**config.mk**
```make
export PLATFORM = sky130hd
export DESIGN_NAME = strxfer_seq
export DESIGN_NICKNAME = d
export VERILOG_FILES = /design/src/rtl/strxfer_pkg.sv /design/src/rtl/strxfer_step.sv /design/src/rtl/strxfer_seq.sv
export SDC_FILE = /design/constraint.sdc
export NUM_CORES = 1
export LEC_CHECK = 0
export ABC_AREA = 1
export ABC_CLOCK_PERIOD_IN_PS = 3100
export BUFFER_PORTS_ARGS = -buffer_cell sky130_fd_sc_hd__buf_2
export CAP_MARGIN = 20
export CORE_ASPECT_RATIO = 1.4
export CORE_MARGIN = 2
export CORE_UTILIZATION = 45
export CTS_BUF_LIST = sky130_fd_sc_hd__clkbuf_2 sky130_fd_sc_hd__clkbuf_4 sky130_fd_sc_hd__clkbuf_8
export DETAILED_ROUTE_END_ITERATION = 8
export PLACE_DENSITY = 0.71
export SLEW_MARGIN = 10
export SYNTH_ARGS = -nofsm -noshare
export SYNTH_HDL_FRONTEND = slang
export SYNTH_HIERARCHICAL = 1
export SYNTH_SLANG_ARGS = --single-unit
```
**constraint.sdc**
```tcl
create_clock -name clk -period 3.1 [get_ports clk]
set_input_delay 0.155 -clock clk [delete_from_list [all_inputs] [get_ports clk]]
set_output_delay 0.155 -clock clk [all_outputs]
set_load 0.02 [all_outputs]
```
**src/rtl/strxfer_pkg.sv**
```systemverilog
package strxfer_pkg;
    typedef enum logic [2:0] {
        OP_LOAD  = 3'd0,
        OP_STORE = 3'd1,
        OP_MOVE  = 3'd2,
        OP_PIN   = 3'd3,
        OP_POUT  = 3'd4
    } op_e;

    typedef enum logic [1:0] {
        ST_IDLE = 2'd0,
        ST_RD   = 2'd1,
        ST_WR   = 2'd2
    } st_e;

    localparam logic [1:0] SEG_EXTRA = 2'd0;
    localparam logic [1:0] SEG_CODE  = 2'd1;
    localparam logic [1:0] SEG_STACK = 2'd2;
    localparam logic [1:0] SEG_DATA  = 2'd3;
endpackage

```
**src/rtl/strxfer_step.sv**
```systemverilog
module strxfer_step #(
    parameter int AW = 32
) (
    input  logic [AW-1:0] ptr,
    input  logic [1:0]    size,
    input  logic          dir,
    output logic [AW-1:0] nxt
);
    logic [AW-1:0] step;

    always_comb begin
        if (size[1])      step = AW'(4);
        else if (size[0]) step = AW'(2);
        else              step = AW'(1);
        nxt = dir ? (ptr - step) : (ptr + step);
    end
endmodule

```
**src/rtl/strxfer_seq.sv**
```systemverilog
module strxfer_seq
    import strxfer_pkg::*;
#(
    parameter int AW = 32,
    parameter int CW = 32,
    parameter int DW = 32,
    parameter int PW = 16
) (
    input  logic          clk,
    input  logic          rst_n,
    input  logic          ld_regs,
    input  logic [AW-1:0] ld_src,
    input  logic [AW-1:0] ld_dst,
    input  logic [CW-1:0] ld_cnt,
    input  logic [DW-1:0] ld_acc,
    input  logic [PW-1:0] ld_port,
    input  logic          dir_clr,
    input  logic          dir_set,
    input  logic          start,
    input  logic [2:0]    op,
    input  logic [1:0]    size,
    input  logic          rep,
    input  logic          seg_ovr_en,
    input  logic [1:0]    seg_ovr,
    output logic          busy,
    output logic          done,
    output logic          rep_err,
    output logic          dir_flag,
    output logic [AW-1:0] src_ptr,
    output logic [AW-1:0] dst_ptr,
    output logic [CW-1:0] count,
    output logic [DW-1:0] acc,
    output logic          mem_req_valid,
    input  logic          mem_req_ready,
    output logic          mem_req_we,
    output logic [AW-1:0] mem_req_addr,
    output logic [1:0]    mem_req_seg,
    output logic [1:0]    mem_req_size,
    output logic [DW-1:0] mem_req_wdata,
    input  logic [DW-1:0] mem_rsp_data,
    output logic          io_req_valid,
    input  logic          io_req_ready,
    output logic          io_req_we,
    output logic [PW-1:0] io_req_addr,
    output logic [1:0]    io_req_size,
    output logic [DW-1:0] io_req_wdata,
    input  logic [DW-1:0] io_rsp_data
);
    localparam int NPTR = 2;  // 0: source, 1: destination

    typedef struct packed {
        st_e             st;
        logic [AW-1:0]   src;
        logic [AW-1:0]   dst;
        logic [CW-1:0]   cnt;
        logic [DW-1:0]   acc;
        logic [DW-1:0]   tmp;
        logic [PW-1:0]   port;
        logic            dir;
        op_e             op;
        logic [1:0]      size;
        logic            rep;
        logic [1:0]      sseg;
        logic            done;
        logic            err;
    } state_t;

    state_t s_q, s_d;

    // Pointer steppers, one per pointer
    logic [AW-1:0] ptr_cur [NPTR];
    logic [AW-1:0] ptr_nxt [NPTR];
    assign ptr_cur[0] = s_q.src;
    assign ptr_cur[1] = s_q.dst;

    for (genvar g = 0; g < NPTR; g++) begin : g_step
        strxfer_step #(.AW(AW)) u_step (
            .ptr  (ptr_cur[g]),
            .size (s_q.size),
            .dir  (s_q.dir),
            .nxt  (ptr_nxt[g])
        );
    end

    logic uses_src, uses_dst, rd_on_io, wr_on_io;
    logic rd_fire, wr_fire, elem_end;
    logic [DW-1:0] rd_data, merged;
    logic [CW-1:0] cnt_dec;
    st_e first_ph;

    always_comb begin
        uses_src = (s_q.op == OP_LOAD) || (s_q.op == OP_MOVE) || (s_q.op == OP_POUT);
        uses_dst = (s_q.op == OP_STORE) || (s_q.op == OP_MOVE) || (s_q.op == OP_PIN);
        rd_on_io = (s_q.op == OP_PIN);
        wr_on_io = (s_q.op == OP_POUT);
        first_ph = (s_q.op == OP_STORE) ? ST_WR : ST_RD;

        mem_req_valid = ((s_q.st == ST_RD) && !rd_on_io) || ((s_q.st == ST_WR) && !wr_on_io);
        io_req_valid  = ((s_q.st == ST_RD) && rd_on_io)  || ((s_q.st == ST_WR) && wr_on_io);
        mem_req_we    = (s_q.st == ST_WR);
        io_req_we     = (s_q.st == ST_WR);
        mem_req_addr  = (s_q.st == ST_WR) ? s_q.dst : s_q.src;
        mem_req_seg   = (s_q.st == ST_WR) ? SEG_EXTRA : s_q.sseg;
        mem_req_size  = s_q.size;
        mem_req_wdata = (s_q.op == OP_STORE) ? s_q.acc : s_q.tmp;
        io_req_addr   = s_q.port;
        io_req_size   = s_q.size;
        io_req_wdata  = s_q.tmp;

        rd_fire = (s_q.st == ST_RD) && (rd_on_io ? io_req_ready : mem_req_ready);
        wr_fire = (s_q.st == ST_WR) && (wr_on_io ? io_req_ready : mem_req_ready);
        rd_data = rd_on_io ? io_rsp_data : mem_rsp_data;

        if (s_q.size[1])      merged = rd_data;
        else if (s_q.size[0]) merged = {s_q.acc[DW-1:16], rd_data[15:0]};
        else                  merged = {s_q.acc[DW-1:8],  rd_data[7:0]};

        elem_end = wr_fire || (rd_fire && (s_q.op == OP_LOAD));
        cnt_dec  = s_q.cnt - CW'(1);
    end

    always_comb begin
        s_d      = s_q;
        s_d.done = 1'b0;
        s_d.err  = 1'b0;

        case (s_q.st)
            ST_IDLE: begin
                if (start) begin
                    s_d.op   = op_e'(op);
                    s_d.size = size;
                    s_d.sseg = seg_ovr_en ? seg_ovr : SEG_DATA;
                    s_d.err  = rep && (op == OP_LOAD);
                    s_d.rep  = rep && (op != OP_LOAD);
                    if (op > OP_POUT)                         s_d.done = 1'b1;
                    else if (s_d.rep && (s_q.cnt == '0))      s_d.done = 1'b1;
                    else if (op == OP_STORE)                  s_d.st   = ST_WR;
                    else                                      s_d.st   = ST_RD;
                end else begin
                    if (ld_regs) begin
                        s_d.src  = ld_src;
                        s_d.dst  = ld_dst;
                        s_d.cnt  = ld_cnt;
                        s_d.acc  = ld_acc;
                        s_d.port = ld_port;
                    end
                    if (dir_set)      s_d.dir = 1'b1;
                    else if (dir_clr) s_d.dir = 1'b0;
                end
            end
            ST_RD: begin
                if (rd_fire) begin
                    if (s_q.op == OP_LOAD) s_d.acc = merged;
                    else begin
                        s_d.tmp = rd_data;
                        s_d.st  = ST_WR;
                    end
                end
            end
            default: ;
        endcase

        if (elem_end) begin
            if (uses_src) s_d.src = ptr_nxt[0];
            if (uses_dst) s_d.dst = ptr_nxt[1];
            if (s_q.rep) begin
                s_d.cnt = cnt_dec;
                if (cnt_dec == '0) begin
                    s_d.st   = ST_IDLE;
                    s_d.done = 1'b1;
                end else begin
                    s_d.st = first_ph;
                end
            end else begin
                s_d.st   = ST_IDLE;
                s_d.done = 1'b1;
            end
        end
    end

    always_ff @(posedge clk) begin
        if (!rst_n) begin
            s_q <= '{st: ST_IDLE, op: OP_LOAD, sseg: SEG_DATA, default: '0};
        end else begin
            s_q <= s_d;
        end
    end

    assign busy     = (s_q.st != ST_IDLE);
    assign done     = s_q.done;
    assign rep_err  = s_q.err;
    assign dir_flag = s_q.dir;
    assign src_ptr  = s_q.src;
    assign dst_ptr  = s_q.dst;
    assign count    = s_q.cnt;
    assign acc      = s_q.acc;

    // Handshake hold rules
    a_r11_mem_hold: assert property (@(posedge clk) disable iff (!rst_n)
        mem_req_valid && !mem_req_ready |=> mem_req_valid && $stable(mem_req_addr)
            && $stable(mem_req_we) && $stable(mem_req_wdata));
    a_r11_io_hold: assert property (@(posedge clk) disable iff (!rst_n)
        io_req_valid && !io_req_ready |=> io_req_valid && $stable(io_req_addr)
            && $stable(io_req_we) && $stable(io_req_wdata));
    // Destination writes are always in the extra segment
    a_r4_dst_extra: assert property (@(posedge clk) disable iff (!rst_n)
        mem_req_valid && mem_req_we |-> mem_req_seg == SEG_EXTRA);
    // Channels never request together
    a_r7_one_channel: assert property (@(posedge clk) disable iff (!rst_n)
        $onehot0({mem_req_valid, io_req_valid}));
    // Counter only steps down by one during a command
    a_r8_cnt_step: assert property (@(posedge clk) disable iff (!rst_n)
        $past(busy) && (count != $past(count)) |-> count == $past(count) - CW'(1));
    // A rejected repeat still runs the single load
    a_r10_err_runs: assert property (@(posedge clk) disable iff (!rst_n)
        rep_err |-> busy && !done);
    // Pointers frozen while idle except through register load
    a_r3_idle_frozen: assert property (@(posedge clk) disable iff (!rst_n)
        !$past(busy) && !$past(ld_regs) |-> $stable(src_ptr) && $stable(dst_ptr));
endmodule

```
==> results.cfg <==
[synth]
async_flop_share_pct = 0
avgSynthCellArea_um2 = 5.99
synth_edf_count = 0
synth_cell_type_count = 39
yosysWarnings = 6
synthCells = 2761
synth_fp_nets = 3062
synth_ff_type = dfxtp_1
ys_seq_elements = 189
ys_seq_area_share_pct = 22.9
syn_area_mm2 = 0.0165

[pwr]
pwr-share-seq_pct = 23.6
p_int_mw = 7.49
vdd_drop_max_uv = 399
netSwitchingPower_mw = 9.31
combPwrFrac_pct = 65.5
leakage_nw = 11.3
swShare_pct = 55.4
clkPwrFrac_pct = 11.0
cellPowerDensity_mw_per_mm2 = 820

[critical_path]
worst-path-max-fanout = 5
cp-start-kind = flip-flop
worstPathRequired_ns = 3.53
worstSetupPathType = flip-flop to flip-flop
crit_chain = nor2_2 > inv_1 > ha_1 > ha_2 > or2_4 > ha_1 > nand2_1 > inv_1 > nand2_1 > inv_1 > a21oi_1 > nand2_2 > nand2_1 > nand3_1 > nand2_1 > nor2_1 > a311oi_2
crit_slowest_cell = dfxtp_2
cp-end-kind = flip-flop
cp.arrival_ns = 3.37
critPathMaxStageDelay_ns = 0.36
path_common_cell = nand2_1

[timing]
tightest_slew_ns = 1.06
finalCritPeriodShare_pct = 94.9
max_freq_ghz = 0.340
finalMaxSlewViolations = 0
period_minus_slack_ns = 2.94
setup_tns_ns = 0
rsz0062_at_grt = true
hold_violations = 0
slew_headroom_pct = 29.5
setup_violations = 0
finClkSkew_ns = 0.0342

[floorplanning]
die_w_um = 166
rows = 83
io_pins = 479
die-height_um = 231
die_area_mm2 = 0.0383
core_mm2 = 0.0365
start_util_pct = 45.3

[route]
wl_met3_um = 3820
wl_met1_um = 25000
firstDrtPassIters = 6
post_drt_wl_per_cell_um = 17.7
top_layer_used = met4
route.detailed.drc = 0
routed_wl_um = 64700
ant_nets = 0
drt-initial-drc-count = 1461
routed_via_density = 5.22
dr_wl_met2_um = 32600
dr_total_vias = 19100

[final_layout]
fin_cells = 3653
nets = 3470
fillerInstances = 3598
final_core_util_pct = 56.2
drive_above_1_share_pct = 21.2
synthToLayoutAreaGrowth_pct = 24.0

[placement]
io_buffers = 478
place.gp.congestion = 0.986
place_inst = 3457
hpwlAfterDp_um = 48700

[grt]
grt_pass1_wl_um = 98100
grt_pass1_vias = 18200
gr-total-overflow = 0
grt_max_degree = 100
antenna_found_initial = 3
grt_use_total_pct = 32.2

[run]
drv_cap = 0

[clock_network]
h-tree-depth = 4
cts_max_path_buffers = 2
clkSlewWorstSetupHoldPaths_ns = 0.14
numCtsBuffers = 17
cts_root_buffer = clkbuf_8
insertion_delay_ns = 0.54
cts_tree = done
cts_sinks = 189

[status]
status = finished clean

[hold_path]
min_path_type = primary input to flip-flop
[Yosys cell counts (all sizes together), types with 5 or more instances]
master	number	share of area, %
clkbuf	76	1.7
or2	5	0.19
a31oi	19	0.72
a22oi	24	1.1
xnor2	8	0.42
nor3	6	0.18
nor2	279	6.4
mux2i	24	1.5
xor2	26	1.4
dfxtp	189	23
nand2	917	21
nand3	79	2.5
inv	388	8.8
o21bai	6	0.32
nand4	15	0.57
a311oi	68	4.7
a21oi	128	3.9
ha	74	5.6
o21ai	211	6.5
buf	205	8.9
[metal layers]
layer / vias to the layer above / track usage (%)
met5: - / 0
met4: 0 / 16.4
met3: 165 / 4.39
met2: 807 / 59.1
met1: 8705 / 36.2
li1: 9391 / -
[kinds of logic (layout without fill, tap and decap cells)]
| logic type | Yosys count | after routing | share of synthesized area (%) |
|---|---|---|---|
| buffers and inverters | 669 | 1087 | 19.4 |
| adder cells (fa/ha/maj) | 76 | 76 | 5.84 |
| flip-flops | 189 | 189 | 22.9 |
| multiplexers | 24 | 24 | 1.45 |
| AO/OA/AOI/OAI | 465 | 465 | 17.6 |
| AND/OR/NAND/NOR | 1304 | 1307 | 30.9 |
| XOR/XNOR | 34 | 34 | 1.80 |
| other | 0 | 4 | 0 |
[layout make-up]
type,instances,area [um^2],area share (%)
multi-input cells,1906,9930,48.5
well taps,467,584,2.85
inverters,388,1460,7.12
repair buffers,667,4270,20.8
clock inverters,15,215,1.05
diodes,4,10.0,0.0488
clock buffers,17,234,1.14
flip-flops and latches,189,3790,18.5
[worst paths after layout]
kind,endpoint,depth (start not counted),slack [ns],startpoint
worst max register to register,dst_ptr[21],17,0.16,io_req_size[1]
worst max-delay path,dst_ptr[21],17,0.16,io_req_size[1]
worst min register to register,io_req_wdata[25],2,0.47,io_req_wdata[25]
worst min-delay path,acc[5],5,0.03,mem_rsp_data[5]
[power by group through the flow]
stage,registers [mW],clock network (mW),logic (mW)
6_report,3.96,1.84,11.0
5_1_grt,4.02,1.98,12.1
4_1_cts,3.89,1.89,10.5
3_5_place_dp,3.95,0,10.2
3_3_place_gp,3.92,0,10.1
2_1_floorplan,3.60,0,7.87
[placed cells by master, fill, tap and decap left out, types with 30 or more instances in the layout]
cell           instances
a21oi_1              118
a311oi_1              38
a311oi_2              30
buf_2                477
dfxtp_1              186
dlygate4sd3_1        156
ha_1                  56
inv_1                383
nand2_1              901
nand3_1               71
nor2_1               251
o21ai_0              202
[per-stage QoR]
| step | power [mW] | setup slack, ns | hold slack, ns | instance area (um^2) |
|---|---|---|---|---|
| 2_1_floorplan | 11.5 | 0.423 | 0.282 | 16500 |
| 5_1_grt | 18.1 | -0.0324 | 0.0442 | 20500 |
| 4_1_cts | 16.3 | 0.0173 | 0.0000514 | 20100 |
| 6_report | 16.8 | 0.159 | 0.0310 | 20500 |
| 3_5_place_dp | 14.1 | -0.159 | 0.385 | 18100 |
| 3_3_place_gp | 14.0 | -0.0674 | 0.376 | 18100 |
[registers in the layout (all words and copies together) (netlist names)]
signal,flops
s_q,8
io_req_wdata,32
dir_flag,1
io_req_size,2
count,32
io_req_addr,16
rep_err,1
done,1
dst_ptr,32
acc,32
src_ptr,32
[what timing repair did]
| item | in CTS | in global routing |
|---|---|---|
| pin swaps | 0 | 5 |
| resized for setup | 5 | 70 |
| hold endpoints to repair | 141 | 0 |
| endpoints found under the setup margin | 34 | 41 |
| cloned | 0 | 3 |
| hold buffers | 156 | 0 |
| setup buffers | 0 | 1 |
[critical path: cells and delay by family, from the launching register on]
kind	cells	cell delay (ns)
AND/OR/NAND/NOR	9	1.21
buffers and inverters	3	0.19
flip-flops	1	0.36
adder cells (fa/ha/maj)	3	0.71
AO/OA/AOI/OAI	2	0.38
Power figures use the tool's default switching activity.
